[src/rtl/phy_mgmt_pkg.sv]
package phy_mgmt_pkg;
  localparam int unsigned REG_W  = 16;
  localparam int unsigned ADDR_W = 5;

  // control word bit positions (decoded by the management host)
  localparam int unsigned C_SRST    = 15;
  localparam int unsigned C_SPD_LSB = 13;
  localparam int unsigned C_ANEG    = 12;
  localparam int unsigned C_PDOWN   = 11;
  localparam int unsigned C_RESTART = 9;
  localparam int unsigned C_DUPLEX  = 8;
  localparam int unsigned C_COLTEST = 7;
  localparam int unsigned C_SPD_MSB = 6;

  localparam logic [ADDR_W-1:0] A_CTRL = 5'd0;
  localparam logic [ADDR_W-1:0] A_STAT = 5'd1;

  localparam logic [1:0] SPD_10   = 2'b00;
  localparam logic [1:0] SPD_100  = 2'b01;
  localparam logic [1:0] SPD_1000 = 2'b10;

  typedef struct packed {
    logic [1:0] speed;
    logic       duplex;
    logic       aneg;
  } link_cfg_t;

  function automatic link_cfg_t strap_to_cfg(input logic [3:0] s);
    link_cfg_t c;
    c.speed  = s[1:0];
    c.duplex = s[2];
    c.aneg   = s[3];
    return c;
  endfunction

  function automatic link_cfg_t force_gig_aneg(input link_cfg_t c);
    link_cfg_t r;
    r = c;
    if (c.speed == SPD_1000) r.aneg = 1'b1;
    return r;
  endfunction
endpackage

[src/rtl/phy_ctrl_reg.sv]
module phy_ctrl_reg
  import phy_mgmt_pkg::*;
#(
  parameter int unsigned DATA_W = REG_W
) (
  input  logic              clk,
  input  logic              rst_n,
  input  logic [3:0]        strap_in,
  input  logic              wr_en,
  input  logic [DATA_W-1:0] wr_data,
  output link_cfg_t         pend_o,
  output link_cfg_t         eff_o,
  output logic              pd_o,
  output logic              coltest_o,
  output logic              soft_rst_o,
  output logic              restart_o
);
  link_cfg_t pend_q, eff_q, wcfg;
  logic pd_q, ct_q, sr_q, rs_q, hw_kick_q;
  logic leave_pd, trig;

  always_comb begin
    wcfg.speed  = {wr_data[C_SPD_MSB], wr_data[C_SPD_LSB]};
    wcfg.duplex = wr_data[C_DUPLEX];
    wcfg.aneg   = wr_data[C_ANEG];
    leave_pd    = pd_q & ~wr_data[C_PDOWN];
    trig        = wr_en & (wr_data[C_SRST] | wr_data[C_RESTART] | leave_pd);
  end

  always_ff @(posedge clk) begin
    if (!rst_n) begin
      pend_q    <= strap_to_cfg(strap_in);
      eff_q     <= force_gig_aneg(strap_to_cfg(strap_in));
      pd_q      <= 1'b0;
      ct_q      <= 1'b0;
      sr_q      <= 1'b0;
      rs_q      <= 1'b0;
      hw_kick_q <= 1'b1;
    end else begin
      hw_kick_q <= 1'b0;
      rs_q      <= hw_kick_q | trig;
      sr_q      <= wr_en & (wr_data[C_SRST] | leave_pd);
      if (wr_en) begin
        pend_q <= wcfg;
        pd_q   <= wr_data[C_PDOWN];
        ct_q   <= wr_data[C_COLTEST];
        if (trig) eff_q <= force_gig_aneg(wcfg);
      end
    end
  end

  assign pend_o     = pend_q;
  assign eff_o      = eff_q;
  assign pd_o       = pd_q;
  assign coltest_o  = ct_q;
  assign soft_rst_o = sr_q;
  assign restart_o  = rs_q;
endmodule

[src/rtl/phy_read_mux.sv]
module phy_read_mux
  import phy_mgmt_pkg::*;
#(
  parameter int unsigned DATA_W   = REG_W,
  parameter int unsigned AW       = ADDR_W,
  parameter logic [3:0]  CAP_BITS = 4'b1111
) (
  input  logic              clk,
  input  logic              rst_n,
  input  logic              rd_en,
  input  logic [AW-1:0]     rd_addr,
  input  link_cfg_t         pend,
  input  logic              pd,
  input  logic              coltest,
  output logic              rd_valid,
  output logic [DATA_W-1:0] rd_data
);
  logic [DATA_W-1:0] ctrl_word, stat_word, sel_word;

  always_comb begin
    ctrl_word            = '0;
    ctrl_word[C_SPD_LSB] = pend.speed[0];
    ctrl_word[C_SPD_MSB] = pend.speed[1];
    ctrl_word[C_ANEG]    = pend.aneg;
    ctrl_word[C_DUPLEX]  = pend.duplex;
    ctrl_word[C_PDOWN]   = pd;
    ctrl_word[C_COLTEST] = coltest;

    stat_word        = '0;
    stat_word[14:11] = CAP_BITS;

    if (rd_addr == AW'(A_CTRL))      sel_word = ctrl_word;
    else if (rd_addr == AW'(A_STAT)) sel_word = stat_word;
    else                             sel_word = '0;
  end

  always_ff @(posedge clk) begin
    if (!rst_n) begin
      rd_valid <= 1'b0;
      rd_data  <= '0;
    end else begin
      rd_valid <= rd_en;
      rd_data  <= rd_en ? sel_word : '0;
    end
  end
endmodule

[src/rtl/phy_col_gen.sv]
module phy_col_gen (
  input  logic clk,
  input  logic rst_n,
  input  logic tick,
  input  logic txen,
  input  logic enable,
  output logic col
);
  always_ff @(posedge clk) begin
    if (!rst_n)    col <= 1'b0;
    else if (tick) col <= txen & enable;
  end
endmodule

[src/rtl/phy_mgmt_regs.sv]
module phy_mgmt_regs
  import phy_mgmt_pkg::*;
#(
  parameter int unsigned DATA_W = REG_W,
  parameter int unsigned AW     = ADDR_W
) (
  input  logic              clk,
  input  logic              rst_n,
  input  logic [3:0]        strap_in,
  input  logic              acc_en,
  input  logic              acc_write,
  input  logic [AW-1:0]     acc_addr,
  input  logic [DATA_W-1:0] acc_wdata,
  output logic              rd_valid,
  output logic [DATA_W-1:0] rd_data,
  input  logic              bit_tick,
  input  logic              txen,
  output logic              col_out,
  output logic [1:0]        eff_speed,
  output logic              eff_duplex,
  output logic              eff_aneg_en,
  output logic              power_down,
  output logic              soft_reset_pulse,
  output logic              aneg_restart_pulse
);
  link_cfg_t pend, eff;
  logic      coltest, ctrl_wr, rd_en;

  assign ctrl_wr = acc_en & acc_write & (acc_addr == AW'(A_CTRL));
  assign rd_en   = acc_en & ~acc_write;

  phy_ctrl_reg #(.DATA_W(DATA_W)) u_ctrl (
    .clk       (clk),
    .rst_n     (rst_n),
    .strap_in  (strap_in),
    .wr_en     (ctrl_wr),
    .wr_data   (acc_wdata),
    .pend_o    (pend),
    .eff_o     (eff),
    .pd_o      (power_down),
    .coltest_o (coltest),
    .soft_rst_o(soft_reset_pulse),
    .restart_o (aneg_restart_pulse)
  );

  phy_read_mux #(.DATA_W(DATA_W), .AW(AW)) u_rd (
    .clk     (clk),
    .rst_n   (rst_n),
    .rd_en   (rd_en),
    .rd_addr (acc_addr),
    .pend    (pend),
    .pd      (power_down),
    .coltest (coltest),
    .rd_valid(rd_valid),
    .rd_data (rd_data)
  );

  phy_col_gen u_col (
    .clk   (clk),
    .rst_n (rst_n),
    .tick  (bit_tick),
    .txen  (txen),
    .enable(coltest),
    .col   (col_out)
  );

  assign eff_speed   = eff.speed;
  assign eff_duplex  = eff.duplex;
  assign eff_aneg_en = eff.aneg;
endmodule

[config.mk]
export PLATFORM = sky130hd
export DESIGN_NAME = phy_mgmt_regs
export DESIGN_NICKNAME = d
export VERILOG_FILES = /design/src/rtl/phy_mgmt_pkg.sv /design/src/rtl/phy_ctrl_reg.sv /design/src/rtl/phy_read_mux.sv /design/src/rtl/phy_col_gen.sv /design/src/rtl/phy_mgmt_regs.sv
export SDC_FILE = /design/constraint.sdc
export NUM_CORES = 1
export LEC_CHECK = 0
export BUFFER_PORTS_ARGS = -buffer_cell sky130_fd_sc_hd__buf_4
export CAP_MARGIN = 10
export CORE_ASPECT_RATIO = 0.8
export CORE_MARGIN = 3
export CORE_UTILIZATION = 44
export CTS_CLUSTER_SIZE = 28
export DETAILED_ROUTE_END_ITERATION = 16
export GPL_TIMING_DRIVEN = 0
export HOLD_SLACK_MARGIN = 0.02
export PLACE_DENSITY = 0.83
export SETUP_SLACK_MARGIN = 0.5
export SLEW_MARGIN = 25
export SYNTH_ARGS = -nofsm -noshare
export SYNTH_HDL_FRONTEND = slang
export SYNTH_HIERARCHICAL = 1
export SYNTH_SLANG_ARGS = --single-unit
[constraint.sdc]
create_clock -name clk -period 4.4 [get_ports clk]
set_input_delay 0.44 -clock clk [delete_from_list [all_inputs] [get_ports clk]]
set_output_delay 0.44 -clock clk [all_outputs]
set_load 0.03 [all_outputs]
[Yosys cells after proc, flatten, opt, wreduce, memory -nomap -nowiden]
Cells that the tools add are included.
Storage, ports and cells
  logic and storage cells: 49
  register bits after elaboration: 30
  input port bits: 31
  output and inout port bits: 25
Operators by class
  equal/unequal tests: 5
  muxes and demuxes: 10
  reductions and logical operators: 4
  bitwise logic cells: 15
Operator list (number)
  $mux W4: 5
  $mux W15: 1
  $mux W14: 1
  $and A1 B1 Y1: 7
  $eq A5 B1 Y1 const B: 1
  $logic_not A5 Y1: 1
  $eq A2 B2 Y1 const B: 2
  $ne A2 B1 Y1 const B: 2
  $not A1 Y1: 4
  $or A1 B1 Y1: 4
  $reduce_and A2 Y1: 2
  $mux W1: 3
  $reduce_or A3 Y1: 1

[Logic depth before layout (Yosys ltp)]
  depth in word-level cells: 7
  gate-level depth with buffers: 4
  depth with buffers taken out: 4

[Cells and area by module]
The synthesis kept the hierarchy.
Modules (own cells, without submodules)
  phy_ctrl_reg: cells an instance 33, sequential area each 340.3 um^2, instances 1, area each 495.5 um^2
  phy_read_mux: cells an instance 36, sequential area each 160.2 um^2, instances 1, area each 316.6 um^2
  phy_col_gen: cells an instance 4, sequential area each 20.0 um^2, instances 1, area each 37.5 um^2
  phy_mgmt_regs: cells an instance 4, sequential area each 0.0 um^2, instances 1, area each 27.5 um^2

[Least setup slack after synthesis]
No wires, ideal clock.
  path type: input port to flip-flop
  start: input port acc_addr[2]
  end: register u_ctrl.eff_q, in the netlist u_ctrl/eff_o[0] (enable)
  setup slack: 2531 ps
  library setup time: 308 ps
  buffers on the path: 0
  arrival time: 1562 ps
  required time: 4092 ps
  cell stages on the path: 4
  cells stage by stage: or4_1 -> nor3_2 -> o31ai_1 -> nand2_1
Between the ends
  word-level cells in the longest chain between the ends: 5
  elaborated cells on any way between the ends: 6
  classes of those cells: 2 x eq/ne; 2 x bitwise; 2 x reduce/logical
RTL lines
  from (decl): line phy_mgmt_regs.sv:12  | input logic [AW-1:0] acc_addr,
  $logic_not A5 Y1 *: line phy_mgmt_regs.sv:29  | assign ctrl_wr = acc_en & acc_write & (acc_addr == AW'(A_CTRL));
  $and A1 B1 Y1 *: line phy_mgmt_regs.sv:29
  named net ctrl_wr: line phy_mgmt_regs.sv:27  | logic coltest, ctrl_wr, rd_en;
  $and A1 B1 Y1: line phy_ctrl_reg.sv:27  | trig = wr_en & (wr_data[C_SRST] | wr_data[C_RESTART] | leave_pd);
  $ne A2 B1 Y1 (no line)
  $reduce_and A2 Y1 (no line) *
  to (signal assigned): line phy_ctrl_reg.sv:33  | eff_q <= force_gig_aneg(strap_to_cfg(strap_in));
  to (signal assigned): line phy_ctrl_reg.sv:47  | if (trig) eff_q <= force_gig_aneg(wcfg);
  to (decl): line phy_ctrl_reg.sv:18  | link_cfg_t pend_q, eff_q, wcfg;
Mark *: on every way through the listed nets, which the timed path passes. The rest lies on a longest branch.
A chain may end at the register's enable or synchronous reset.

[Worst setup path after layout]
  start: input port acc_addr[2]
  end: register u_ctrl.eff_q, in the netlist u_ctrl/eff_o[1] (enable)
The elaborated chain is that of the path after synthesis.

==> qor.csv <==
metric,value,unit
Die ar.,2568,um^2
distinct cell type count after synthesis,26,
port bufs,38,
Syn Std Cell Area,877.1,um^2
peak supply drop,233.8,uV
crit path max fanout,5,
top cell type's share of synthesized area,0.3195,
"Seq/Total Area, Yosys",0.5934,
total gr overflow,0,
Total Power,0.0003784,W
CTS buffer count,3,
Critical path origin,acc_addr[2],
Post-Syn Instances,77,
clk_lat worst skew,0.30,ns
Worst R2R End,u_ctrl/eff_o[1]$_DFFE_PP_,
layout cells sized above 1,0.4488,
area of the core,1757,um^2
Layout Cells excl Fill,149,
fin crit share,0.4191,
Antenna Cells,0,
WL/cell,11.91,um
CP endpoint,u_ctrl/eff_o[1]$_DFFE_PP_,
critical path endpoint category,flop,
TritonCTS Sinks,22,
outcome,"complete, no violations",
pwr/cell area,303.6,nW/um^2
Vias,674,
Final #Nets,159,
most frequent cells in the layout,"buf_4 (47), dfxtp_1 (14), conb_1 (9)",
WHS,0.3534,ns
final setup fails,0,
DRC Markers,0,
Period minus WS final,1.844,ns
setup TNS,0,ns
Max-Cap Viols,0,
reg-to-reg startpoint,u_ctrl/pd_o$_SDFFE_PN0P_,
LEAKAGE,0.6024,nW
reg2reg setup slack,3.15,ns
vias per inst,4.523,
final hold vios,0,
"commonest non-fill, non-tap cell in the layout",buf_4,
antenna violations before repair,0,
Ys Warns,6,
cts hold-fix bufs,0,
I/O pin count,56,
Post-DRT Antenna Nets,0,
Yosys top cell by area,dfxtp_1,
CTS Root Cell,clkbuf_4,
largest net degree at the start of global routing,13,
dpl cells,145,
first-pass GRT wire length,2891,um
DR pass1 iterations,4,
Yosys reg bits,22,
starting density of the core,0.4993,
FMAX,0.5422,GHz
clk slew on worst S/H paths,0.11,ns
final WL,1775,um
Synth area leaders,"dfxtp_1 (32%), edfxtp_1 (27%), buf_4 (7.7%)",
vias in the first global route,679,
post-CTS setup buffer count,0,
H-tree levels,1,
max-slew violations,0,
GP Congestion,0.7355,
DP Wirelength,1450,um
Syn Area/Cell,11.39,um^2
RSZ-0062 raised after global routing,false,
fillers,152,
WP data arrival,1.86,ns
Critical Path RT,4.41,ns
startpoint types,primary input,
CP Class,in2reg,
CTS Buffer Depth,2,
worst-case reg-to-reg path depth,3,
Final Skew,0.003933,ns
post_cts resized,0,
Hold Path Class,in2reg,
std cell rows,13,
DR iter-0 viols,27,
chip width,55.92,um
Chip Height,45.94,um
CTS tree,done,
total global-route track usage,0.1522,
area delta synth->final,42.08,%
## critical path, stage by stage
cell	delay [ns]
buf_4	0.11
or4_1	0.54
nor3_2	0.40
o31ai_1	0.18
nand2_1	0.19
## power breakdown
group / internal [W] / switching, W
registers: 0.000221 / 0.00000220
logic: 0.0000309 / 0.0000365
clock network: 0.0000330 / 0.0000551
## metal layers
metal / wire length (um) / global-route usage
met5: 0 / 0
met4: 15 / 0.08531
met3: 198 / 0.05666
met2: 872 / 0.2736
met1: 689 / 0.1588
## area by class of cell
type / count / area, um^2 / area share
multi-input combinational: 46 / 280.3 / 0.2249
tap: 22 / 27.53 / 0.02209
sequential: 22 / 520.5 / 0.4177
clock buffer: 3 / 22.52 / 0.01807
inverter: 6 / 22.52 / 0.01807
buffer: 11 / 83.83 / 0.06727
clock inverter: 1 / 3.754 / 0.003012
timing repair buffer: 38 / 285.3 / 0.2289
## logic make-up (layout without fill, tap and decap cells)
family                 count (synthesis)  after routing  synth area share
muxes                                  6              6           0.07845
DFF                                   22             22            0.5934
AOI/OAI and AO/OA                      4              4           0.03566
other                                  1              9          0.004275
and+or+nand+nor                       27             27            0.1669
buffers and inverters                 17             59            0.1212
## state kept, by name, indices dropped and copies added (netlist names)
name and flops:
u_ctrl/soft_rst_o 1, u_ctrl/pd_o 1, u_ctrl/eff_o 4, u_ctrl/hw_kick_q 1, u_rd/rd_valid 1, u_col/col 1, u_ctrl/pend_o 4, u_ctrl/restart_o 1
u_rd/rd_data 7, u_ctrl/coltest_o 1
## worst min path at each step
stage | slack (ns) | endpoint | startpoint | cells after the start
6_report | 0.35 | u_rd/rd_data[8]$_SDFF_PN0_ | acc_addr[0] | 2
5_1_grt | 0.35 | u_rd/rd_data[8]$_SDFF_PN0_ | acc_addr[0] | 2
4_1_cts | 0.34 | u_rd/rd_data[8]$_SDFF_PN0_ | acc_addr[0] | 2
3_5_place_dp | 0.43 | u_ctrl/restart_o$_SDFF_PN0_ | u_ctrl/hw_kick_q$_DFF_P_ | 2
3_3_place_gp | 0.43 | u_ctrl/restart_o$_SDFF_PN0_ | u_ctrl/hw_kick_q$_DFF_P_ | 2
2_1_floorplan | 0.41 | u_ctrl/restart_o$_SDFF_PN0_ | u_ctrl/hw_kick_q$_DFF_P_ | 2
## cell usage after synthesis
cell / instances
nor4_1: 3
mux2_4: 1
conb_1: 1
mux2i_1: 2
nor3_2: 1
nand4_1: 1
o211a_1: 1
inv_1: 6
mux2_2: 3
or4_1: 2
nor2b_1: 2
buf_2: 1
nor2_1: 7
edfxtp_1: 8
dfxtp_1: 14
nand2_1: 4
a211o_1: 1
nor3_1: 3
o31ai_1: 1
buf_4: 9
buf_6: 1
nand3_1: 1
nand3b_1: 1
or2b_1: 1
a21oi_1: 1
nor3b_1: 1
## through the flow
step	setup slack [ns]	instance area, um^2	utilization
final	2.556	1246	0.7094
after global placement	2.262	1220	0.6944
after floorplan	2.531	907.1	-
after CTS	2.557	1246	0.7094
after global routing	2.469	1246	0.7094
after detailed placement	2.228	1220	0.6944
Note: power is estimated with default switching activity, not from simulation.
